`config.mk`:
```
export PLATFORM = sky130hd
export DESIGN_NAME = nvstat_guard
export DESIGN_NICKNAME = d
export VERILOG_FILES = /design/src/rtl/nvs_pkg.sv /design/src/rtl/nvs_range_chk.sv /design/src/rtl/nvs_hw_lock.sv /design/src/rtl/nvs_ctrl_fsm.sv /design/src/rtl/nvstat_guard.sv
export SDC_FILE = /design/constraint.sdc
export NUM_CORES = 1
export LEC_CHECK = 0
export BUFFER_PORTS_ARGS = -buffer_cell sky130_fd_sc_hd__buf_2
export CAP_MARGIN = 20
export CORE_AREA = 4 4 41 43
export CTS_CLUSTER_SIZE = 20
export DETAILED_ROUTE_END_ITERATION = 10
export DIE_AREA = 0 0 45 47
export GPL_ROUTABILITY_DRIVEN = 0
export MAX_ROUTING_LAYER = met4
export PLACE_DENSITY = 0.76
export SYNTH_ARGS = -nofsm -noshare
export SYNTH_HDL_FRONTEND = slang
export SYNTH_HIERARCHICAL = 1
export SYNTH_SLANG_ARGS = --single-unit
```
`constraint.sdc`:
```
create_clock -name clk_i -period 2.8 [get_ports clk_i]
set_clock_uncertainty 0.2 [all_clocks]
set_input_delay 0.28 -clock clk_i [delete_from_list [all_inputs] [get_ports clk_i]]
set_output_delay 0.28 -clock clk_i [all_outputs]
set_load 0.02 [all_outputs]
```
`src/rtl/nvs_pkg.sv`:
```
package nvs_pkg;
    // Control states of the status write machine
    typedef enum logic [1:0] {
        NS_IDLE      = 2'd0,
        NS_ARMED     = 2'd1,
        NS_SR_CYCLE  = 2'd2,
        NS_ARR_CYCLE = 2'd3
    } nvs_state_e;

    // Bit positions in the status byte (decoded by the serial front end)
    localparam int SB_PEN  = 7;
    localparam int SB_LVH  = 3;
    localparam int SB_LVL  = 2;
    localparam int SB_WEL  = 1;
    localparam int SB_BUSY = 0;
endpackage

```
`src/rtl/nvs_range_chk.sv`:
```
module nvs_range_chk #(
    parameter int ADDR_W = 11
) (
    input  logic [1:0]        level_i,
    input  logic [ADDR_W-1:0] addr_i,
    output logic              prot_o
);
    localparam int unsigned DEPTH   = 1 << ADDR_W;
    localparam int unsigned QTR_LO  = (DEPTH / 4) * 3;
    localparam int unsigned HALF_LO = DEPTH / 2;
    localparam logic [ADDR_W-1:0] QTR_BASE  = ADDR_W'(QTR_LO);
    localparam logic [ADDR_W-1:0] HALF_BASE = ADDR_W'(HALF_LO);

    always_comb begin
        unique case (level_i)
            2'b00:   prot_o = 1'b0;
            2'b01:   prot_o = (addr_i >= QTR_BASE);
            2'b10:   prot_o = (addr_i >= HALF_BASE);
            default: prot_o = 1'b1;
        endcase
    end
endmodule

```
`src/rtl/nvs_hw_lock.sv`:
```
module nvs_hw_lock (
    input  logic wp_ni,
    input  logic pen_i,
    input  logic wel_i,
    input  logic busy_i,
    output logic lock_o,
    output logic sr_ok_o
);
    always_comb begin
        lock_o  = pen_i & ~wp_ni;
        sr_ok_o = wel_i & ~busy_i & ~lock_o;
    end
endmodule

```
`src/rtl/nvs_ctrl_fsm.sv`:
```
module nvs_ctrl_fsm
    import nvs_pkg::*;
(
    input  logic       clk_i,
    input  logic       rst_ni,
    input  logic       wel_set_i,
    input  logic       wel_clr_i,
    input  logic       sr_wr_i,
    input  logic       new_pen_i,
    input  logic [1:0] new_lvl_i,
    input  logic       sr_commit_i,
    input  logic       busy_i,
    input  logic       sr_ok_i,
    output logic       wel_o,
    output logic       pen_o,
    output logic [1:0] lvl_o
);
    nvs_state_e state_q, state_d;
    logic       wel_q, pen_q;
    logic [1:0] lvl_q;
    logic       pend_pen_q;
    logic [1:0] pend_lvl_q;

    logic cmd_ok, accept, apply, cyc_end;

    // State register
    always_ff @(posedge clk_i or negedge rst_ni) begin
        if (!rst_ni) state_q <= NS_IDLE;
        else         state_q <= state_d;
    end

    // Next state and decoded actions
    always_comb begin
        state_d = state_q;
        cmd_ok  = 1'b0;
        accept  = 1'b0;
        apply   = 1'b0;
        cyc_end = 1'b0;
        unique case (state_q)
            NS_IDLE: begin
                cmd_ok = ~busy_i;
                if (busy_i) begin
                    state_d = NS_ARR_CYCLE;
                end else if (sr_wr_i && sr_ok_i) begin
                    accept  = 1'b1;
                    state_d = NS_ARMED;
                end
            end
            NS_ARMED: begin
                if (busy_i) state_d = NS_SR_CYCLE;
            end
            NS_SR_CYCLE: begin
                apply = sr_commit_i;
                if (!busy_i) begin
                    cyc_end = 1'b1;
                    state_d = NS_IDLE;
                end
            end
            NS_ARR_CYCLE: begin
                if (!busy_i) begin
                    cyc_end = 1'b1;
                    state_d = NS_IDLE;
                end
            end
            default: state_d = NS_IDLE;
        endcase
    end

    // Data registers
    always_ff @(posedge clk_i or negedge rst_ni) begin
        if (!rst_ni) begin
            wel_q      <= 1'b0;
            pen_q      <= 1'b0;
            lvl_q      <= 2'b00;
            pend_pen_q <= 1'b0;
            pend_lvl_q <= 2'b00;
        end else begin
            if (cyc_end)                    wel_q <= 1'b0;
            else if (cmd_ok && wel_clr_i)   wel_q <= 1'b0;
            else if (cmd_ok && wel_set_i)   wel_q <= 1'b1;
            if (accept) begin
                pend_pen_q <= new_pen_i;
                pend_lvl_q <= new_lvl_i;
            end
            if (apply) begin
                pen_q <= pend_pen_q;
                lvl_q <= pend_lvl_q;
            end
        end
    end

    assign wel_o = wel_q;
    assign pen_o = pen_q;
    assign lvl_o = lvl_q;

    // protection bits move only on a commit inside a status cycle
    assert_commit_gate_R8: assert property (@(posedge clk_i) disable iff (!rst_ni)
        !$stable({pen_q, lvl_q}) |-> $past(state_q == NS_SR_CYCLE && sr_commit_i));

    // leaving an internal cycle clears the latch
    assert_wel_cycle_end_R9: assert property (@(posedge clk_i) disable iff (!rst_ni)
        ((state_q == NS_SR_CYCLE || state_q == NS_ARR_CYCLE) && !busy_i) |=> !wel_q);

    // the latch rises only from an idle set command without a clear
    assert_wel_rise_R2: assert property (@(posedge clk_i) disable iff (!rst_ni)
        $rose(wel_q) |-> $past(state_q == NS_IDLE && !busy_i && wel_set_i && !wel_clr_i));

    // a refused status strobe keeps the machine idle
    assert_refuse_R7: assert property (@(posedge clk_i) disable iff (!rst_ni)
        (state_q == NS_IDLE && !busy_i && sr_wr_i && !sr_ok_i) |=> state_q == NS_IDLE);
endmodule

```
`src/rtl/nvstat_guard.sv`:
```
module nvstat_guard
    import nvs_pkg::*;
#(
    parameter int ADDR_W = 11
) (
    input  logic              clk_i,
    input  logic              rst_ni,
    input  logic              wel_set_i,
    input  logic              wel_clr_i,
    input  logic              sr_wr_i,
    input  logic [7:0]        sr_data_i,
    input  logic              sr_commit_i,
    input  logic              busy_i,
    input  logic              wp_ni,
    input  logic [ADDR_W-1:0] chk_addr_i,
    output logic [7:0]        status_o,
    output logic              sr_wr_ok_o,
    output logic              arr_wr_ok_o
);
    logic       wel, pen, lock, sr_ok, prot;
    logic [1:0] lvl;

    nvs_ctrl_fsm u_fsm (
        .clk_i       (clk_i),
        .rst_ni      (rst_ni),
        .wel_set_i   (wel_set_i),
        .wel_clr_i   (wel_clr_i),
        .sr_wr_i     (sr_wr_i),
        .new_pen_i   (sr_data_i[SB_PEN]),
        .new_lvl_i   (sr_data_i[SB_LVH:SB_LVL]),
        .sr_commit_i (sr_commit_i),
        .busy_i      (busy_i),
        .sr_ok_i     (sr_ok),
        .wel_o       (wel),
        .pen_o       (pen),
        .lvl_o       (lvl)
    );

    nvs_hw_lock u_lock (
        .wp_ni   (wp_ni),
        .pen_i   (pen),
        .wel_i   (wel),
        .busy_i  (busy_i),
        .lock_o  (lock),
        .sr_ok_o (sr_ok)
    );

    nvs_range_chk #(.ADDR_W(ADDR_W)) u_range (
        .level_i (lvl),
        .addr_i  (chk_addr_i),
        .prot_o  (prot)
    );

    always_comb begin
        status_o = 8'h00;
        if (busy_i) begin
            status_o = 8'hFF;
        end else begin
            status_o[SB_PEN]        = pen;
            status_o[SB_LVH:SB_LVL] = lvl;
            status_o[SB_WEL]        = wel;
            status_o[SB_BUSY]       = 1'b0;
        end
        sr_wr_ok_o  = sr_ok;
        arr_wr_ok_o = wel & ~busy_i & ~prot;
    end

    // latch low means nothing is writable
    assert_no_wel_R5: assert property (@(posedge clk_i) disable iff (!rst_ni)
        (!busy_i && !status_o[SB_WEL]) |-> (!sr_wr_ok_o && !arr_wr_ok_o));

    // pin low with protect-enable set refuses status writes
    assert_hw_lock_R6: assert property (@(posedge clk_i) disable iff (!rst_ni)
        (!busy_i && !wp_ni && status_o[SB_PEN]) |-> !sr_wr_ok_o);

    // full-array level leaves no writable address
    assert_full_prot_R4: assert property (@(posedge clk_i) disable iff (!rst_ni)
        (!busy_i && status_o[SB_LVH:SB_LVL] == 2'b11) |-> !arr_wr_ok_o);

    // nothing writable during an internal cycle
    assert_busy_block_R10: assert property (@(posedge clk_i) disable iff (!rst_ni)
        busy_i |-> (!sr_wr_ok_o && !arr_wr_ok_o));

    // lock held means protect-enable stays set
    assert_pen_held_R6: assert property (@(posedge clk_i) disable iff (!rst_ni)
        (lock && !busy_i && u_fsm.state_q == NS_IDLE && !wp_ni) |=> pen);
endmodule

```
==> qor.yml, run 1 <==
sta:
  hold_viol: 0
  rsz0062_at_grt: "false"
  fin_crit_sh_pct: 63.3
  fmax_mhz: 565
  slew_violations: 0
  worst_slew_pin_slew_ns: 0.297
  relSlewSlack_pct: 80.1
  setup_tns_ns: 0
  setup_viol: 0
  finalCriticalPeriod_ns: 1.77
logic_synthesis:
  ys_types: 19
  yosysMostFrequentCell: "dfrtp_1"
  syn-cell-area_um2: 487
  async_flop_share_pct: 100
  synth_area_per_cell_um2: 11.3
  synthCells: 43
  syn-num-nets: 70
  synth_top_area_share_pct: 46.3
  synth-edff-count: 0
  yosysTopAreaCell: "dfrtp_1"
  ys_warn_count: 6
  yosysSeqAreaShare_pct: 46.3
  synth_flop_cell: "dfrtp_1"
  ys_ff_latch: 9
  yosys-top-cells-area: "dfrtp_1 (46%), mux2_2 (14%), buf_4 (6.2%)"
  ys_top_cells_by_count: "dfrtp_1 (9), mux2_2 (6), buf_4 (4), nand2_1 (4), or2_1 (4)"
clock_tree:
  cts_buffer_depth: 2
  numCtsBuffers: 3
  post_cts.repair.setup_buffers: 0
  cts_root_buf: "clkbuf_4"
  clk_pin_slew_ns: 0.06
  cts_tree: "done"
  cts_sinks: 9
  cts_max_level: 1
  hold_buffers: 1
  cts_resized: 0
  clk_latency_ns: 0.26
critical_path:
  critPathCapture: "u_fsm/pend_lvl_q[0]"
  ff2ff_path_depth: 5
  crit_start: "u_fsm/pen_o"
  critical_path_required_ns: 2.74
  cp_num_cells: 5
  path_cells: "nor2b_4 > nor3b_2 > nand2_1 > nor4_4 > mux2_2"
  crit_path_max_incr_delay_ns: 0.39
  r2r_slack_ns: 1.03
  path_max_fanout: 3
  critPathTopFamily: "simple AND/OR/NAND/NOR gates"
  critPathArrivalTime_ns: 1.71
  startpoint_type: "flop"
  regToRegEndpoint: "u_fsm/pend_lvl_q[0]"
  end_kind: "flop"
  crit_buf_inv: 0
  regToRegStartpoint: "u_fsm/pen_o"
  cp_slowest_cell: "dfrtp_1"
  path_class: "flop to flop"
placed_design:
  placed_cells_incl_taps: 75
  placed_cell_area_um2: 582
  dp_hpwl_um: 754
  io_buffers: 22
pwr:
  power_frac_comb_pct: 24.8
  p_int_uw: 252
  p_total_uw: 356
  pwr-share-clk_pct: 27.3
  p_leak_nw: 0.317
  swShare_pct: 29.2
  seq_power_share_pct: 47.9
  p_per_area_nw_per_um2: 575
  switchingPower_uw: 104
  ir_drop_mv: 0.209
detailed_routing:
  drtAntennaViolNets: 0
  via_count: 373
  vias_per_cell: 4.66
  wl_per_cell_um: 11.5
  dr.pass1.iters: 4
  drt_iter0_markers: 4
  remaining_drc_errors: 0
  routed_wl_um: 918
outcome:
  status: "completed"
global_routing:
  grt_max_degree: 17
  grt_pass1_vias: 349
  track_usage_pct: 10.6
  grt_first_pass_wirelength_um: 1460
  grt_overflow: 0
  antenna_found_initial: 0
floorplan:
  initial_core_util_pct: 37.4
  io_pins: 37
  row_count: 13
  die_w_um: 45
  coreArea_um2: 1300
  dieArea_um2: 2120
  dieHeight_um: 47
final_layout:
  area_delta_synth_final_pct: 27.0
  fin_cells: 80
  diodes: 0
  fin_area_um2: 618
  layout.nets: 93
  fillers: 145
  final_layout_size_suffix_gt1_share_pct: 52.3
min_path:
  hp-class: "primary input to flop"
job:
  maxCapViolations: 0
[layout by cell type (no fill, tap or decap)]
master         synthesis  layout
o21ai_1                1       1
nor3b_2                1       1
clkbuf_4               0       3
nor2b_4                1       1
o31ai_1                1       1
nor3b_1                1       1
dlygate4sd3_1          0       1
nand3_1                1       1
inv_1                  2       2
dfrtp_1                9       9
clkbuf_1               1       1
nand3b_1               1       1
mux2i_1                1       1
buf_2                  0      22
or2_1                  4       4
nor2_1                 1       1
nor4_4                 1       1
nand2_1                4       4
xnor2_1                1       1
mux2_2                 6       6
a21oi_1                2       2
[stage by stage]
stage / worst slack (ns) / util, % / hold slack [ns]
after floorplan: 0.900 / - / -0.216
after global placement: 1.03 / 44.7 / -0.0645
after detailed placement: 1.03 / 44.7 / -0.0623
after CTS: 1.04 / 47.5 / 0.0433
after global routing: 0.967 / 47.5 / 0.0495
final: 1.03 / 47.5 / 0.0531
[registers in the layout, summed over array words and instances, names as in the netlist]
name              flops
u_fsm/lvl_o           2
u_fsm/pen_o           1
u_fsm/pend_lvl_q      2
u_fsm/pend_pen_q      1
u_fsm/state_q         2
u_fsm/wel_o           1
[power by group through the flow]
stage	clock network (mW)	registers, mW	logic [mW]
6_report	0.0970	0.170	0.0882
4_1_cts	0.102	0.171	0.0899
5_1_grt	0.106	0.175	0.0966
2_1_floorplan	0	0.167	0.0640
3_5_place_dp	0	0.173	0.0888
3_3_place_gp	0	0.172	0.0856
[cell type report]
type | count | area, µm² | share of cell area, %
Clock buffer | 4 | 26.3 | 4.25
Tap cell | 15 | 18.8 | 3.04
Multi-Input combinational cell | 27 | 220 | 35.6
Sequential cell | 9 | 225 | 36.4
Inverter | 2 | 7.51 | 1.21
Timing Repair Buffer | 23 | 120 | 19.4
[metal layers]
| layer | track usage, % | share of wire, % |
|---|---|---|
| met3 | 3.45 | 12 |
| met1 | 12.2 | 42 |
| met2 | 14.7 | 45 |
| met4 | 8.77 | 0 |
| met5 | - | 0 |
[cell families after synthesis]
group | Yosys count | share of synthesized area, %
flip-flops | 9 | 46.3
AND/OR/NAND/NOR | 15 | 22.9
buffers and inverters | 7 | 8.48
multiplexers | 7 | 15.9
AO/OA/AOI/OAI | 4 | 4.63
XOR/XNOR | 1 | 1.80
[worst min-delay path by stage]
stage / depth (start not counted) / to / slack [ns] / from
after global routing: 2 / u_fsm/pend_lvl_q[1] / 0.05 / sr_data_i[3]
after CTS: 2 / u_fsm/pend_lvl_q[1] / 0.04 / sr_data_i[3]
after floorplan: 0 / u_fsm/lvl_o[0] / -0.22 / rst_ni
after global placement: 1 / u_fsm/state_q[1] / -0.06 / rst_ni
after detailed placement: 1 / u_fsm/pend_pen_q / -0.06 / rst_ni
final: 2 / u_fsm/pend_lvl_q[1] / 0.05 / sr_data_i[3]
Note: power is estimated with default switching activity, not from simulation.
==> run 2: changes to the inputs <==
- CORE_AREA: 4 4 41 43 -> not set
- CORE_MARGIN: not set -> 4
- CORE_UTILIZATION: not set -> 34
- DIE_AREA: 0 0 45 47 -> not set
- PLACE_DENSITY: 0.76 -> 0.75
- clock period: 2.8 -> 1.5 ns (I/O delays scaled with it)
==> run 2 against run 1 <==
  * The flow now finishes with violations (setup timing)
  * Count of clock-buffer cells in the layout is the same
  * Non-clock buffer count grew 14
  * Setup slack lost 1.2 ns
  * Critical path depth is the same
  * Sequential share of layout area shrank 7.4 points
  * Total power grew 110%
  * Die area shrank 0.67%
  * Global-route usage grew 2.4 points
  * Flip-flop and latch count is the same
  * First-iteration DRC count shrank 50%
  * Sequential power grew 84%
  * Highest routed layer is now met4
==> qor.yml, run 2 (synthesis results as in run 1) <==
outcome:
  status: "complete, but fails checks"
  violations: "setup timing"
global_routing:
  grt_max_degree: 14  # -3
  antenna_found_initial: 0  # unchanged
  grt_first_pass_wirelength_um: 1750  # +20%
  grt_overflow: 0  # unchanged
  track_usage_pct: 13.0  # +2.4 points
  grt_pass1_vias: 405  # +16%
floorplan:
  io_pins: 37  # unchanged
  initial_core_util_pct: 36.9  # -0.46 points
  dieHeight_um: 45.8  # -2.5%
  dieArea_um2: 2100  # -0.67%
  die_w_um: 45.8  # +1.9%
  row_count: 13  # unchanged
  coreArea_um2: 1320  # +1.2%
critical_path:
  path_class: "flop to flop"
  critical_path_required_ns: 1.44  # -1.30 ns
  path_max_fanout: 3  # unchanged
  end_kind: "flop"
  critPathArrivalTime_ns: 1.65  # -0.06 ns
  startpoint_type: "flop"
detailed_routing:
  wl_met1_um: 456  # +18%
  drtAntennaViolNets: 0  # unchanged
  wl_met2_um: 596  # +43%
  met3_length_um: 119  # +4.4%
  vias_per_cell: 4.67  # +0.17%
  dr.pass1.iters: 2  # -2
  routed_wl_um: 1190  # +29%
  drt_iter0_markers: 2  # -2
  wl_per_cell_um: 12.6  # +10%
  via_count: 439  # +18%
  remaining_drc_errors: 0  # unchanged
  highest_layer: "met4"
pwr:
  seq_power_share_pct: 41.8  # -6.1 points
  p_total_uw: 749  # +110%
  pwr-share-clk_pct: 24.9  # -2.4 points
  p_int_uw: 527  # +110%
  p_per_area_nw_per_um2: 966  # +68%
  power_frac_comb_pct: 33.3  # +8.5 points
  ir_drop_mv: 0.522  # +150%
  p_leak_nw: 0.393  # +24%
  swShare_pct: 29.7  # +0.41 points
  switchingPower_uw: 222  # +110%
sta:
  hold_viol: 0  # unchanged
  worst_slew_pin_slew_ns: 0.280  # -0.0169 ns
  relSlewSlack_pct: 81.2  # +1.1 points
  fin_hold_ws_ns: 0.0291  # -0.0239 ns
  fin_crit_sh_pct: 114  # +51 points
  setup_viol: 6  # +6
  slew_violations: 0  # unchanged
  setup_slack_ns: -0.210  # -1.24 ns
  finalCriticalPeriod_ns: 1.71  # -0.0611 ns
  fmax_mhz: 585  # +3.6%
  rsz0062_at_grt: "true"
final_layout:
  fillers: 122  # -16%
  final_cell_mix: "buf_2 (18), buf_4 (10), dfrtp_1 (9), mux2_2 (6), dlygate4sd3_1 (5)"
  diodes: 0  # unchanged
  final_layout_size_suffix_gt1_share_pct: 59.5  # +7.2 points
  post-route-util_pct: 58.9  # +11 points
  area_delta_synth_final_pct: 59.4
  final_common_cell: "buf_2"
  layout.nets: 107  # +15%
clock_tree:
  cts_max_level: 1  # unchanged
  clk_latency_ns: 0.26  # about the same
  cts_buffer_depth: 2  # unchanged
  clk_pin_slew_ns: 0.06  # about the same
  cts_tree: "done"
  cts_sinks: 9  # unchanged
  numCtsBuffers: 3  # unchanged
  cts_root_buf: "clkbuf_4"
placed_design:
  io_buffers: 22  # unchanged
  dp_hpwl_um: 847  # +12%
min_path:
  hp-class: "primary input to flop"
job:
  maxCapViolations: 0  # unchanged
[run 2: cell count changes in the layout (fill, tap and decap cells not counted)]
cell           previous run  this run
buf_2                    22        18
buf_4                     0        10
buf_6                     0         4
dlygate4sd3_1             1         5
nand2_1                   4         3
nand2_2                   0         1
nor3b_1                   1         0
nor3b_4                   0         1
o21ai_1                   1         0
o21ai_2                   0         1
[run 2: area by class of cell]
type	count	area, µm²	share of cell area [%]
inverter	2	7.51	0.968
clock buffer	4	26.3	3.39
timing repair buffer	37	260	33.5
sequential	9	225	29.0
tap	15	18.8	2.42
multi-input combinational	27	238	30.6
[run 2: path summary, 6_finish.rpt]
path | startpoint | endpoint | slack, ns | cells past startpoint
max | u_fsm/pen_o | u_fsm/pend_pen_q | -0.21 | 5
min | wel_clr_i | u_fsm/wel_o | 0.03 | 4
max reg2reg | u_fsm/pen_o | u_fsm/pend_pen_q | -0.21 | 5
min reg2reg | u_fsm/pend_lvl_q[1] | u_fsm/lvl_o[1] | 0.31 | 1
max in group asynchronous | rst_ni | u_fsm/pend_lvl_q[0] | 0.82 | 2
min in group asynchronous | rst_ni | u_fsm/lvl_o[1] | 0.09 | 2
[run 2: metal layers]
| layer | vias up | global-route usage (%) |
|---|---|---|
| met3 | 2 | 5.93 |
| met4 | 0 | 8.52 |
| met5 | - | - |
| met2 | 18 | 18.9 |
| met1 | 204 | 14.0 |
| li1 | 215 | - |
[run 2: critical path, stage by stage (launching register included)]
cell and delay [ns]:
dfrtp_1 0.38, nor2b_4 0.13, nor3b_4 0.20, nand2_2 0.10, nor4_4 0.21, mux2_2 0.37
[run 2: per-stage QoR]
stage                     TNS, ns  setup slack (ns)  instance area [µm²]  std cells
after global placement     -0.486            -0.162                  643         82
after detailed placement   -0.606            -0.204                  643         82
after floorplan            -0.889            -0.296                  495         43
after global routing        -1.22            -0.293                  776         94
after CTS                  -0.782            -0.214                  751         92
final                      -0.717            -0.210                  776         94
[run 2: timing repair]
item,CTS,global route
resized for setup,7,3
pin swaps,1,0
hold endpoints to repair,13,0
hold buffers,5,0
setup buffers,1,3
setup endpoints to repair,6,7
[run 2: power groups by stage]
stage	sequential, mW	clock [mW]	combinational, mW
detailed placement	0.315	0	0.206
floorplan	0.312	0	0.123
finish	0.313	0.186	0.250
global placement	0.312	0	0.200
CTS	0.311	0.197	0.229
global route	0.318	0.210	0.270
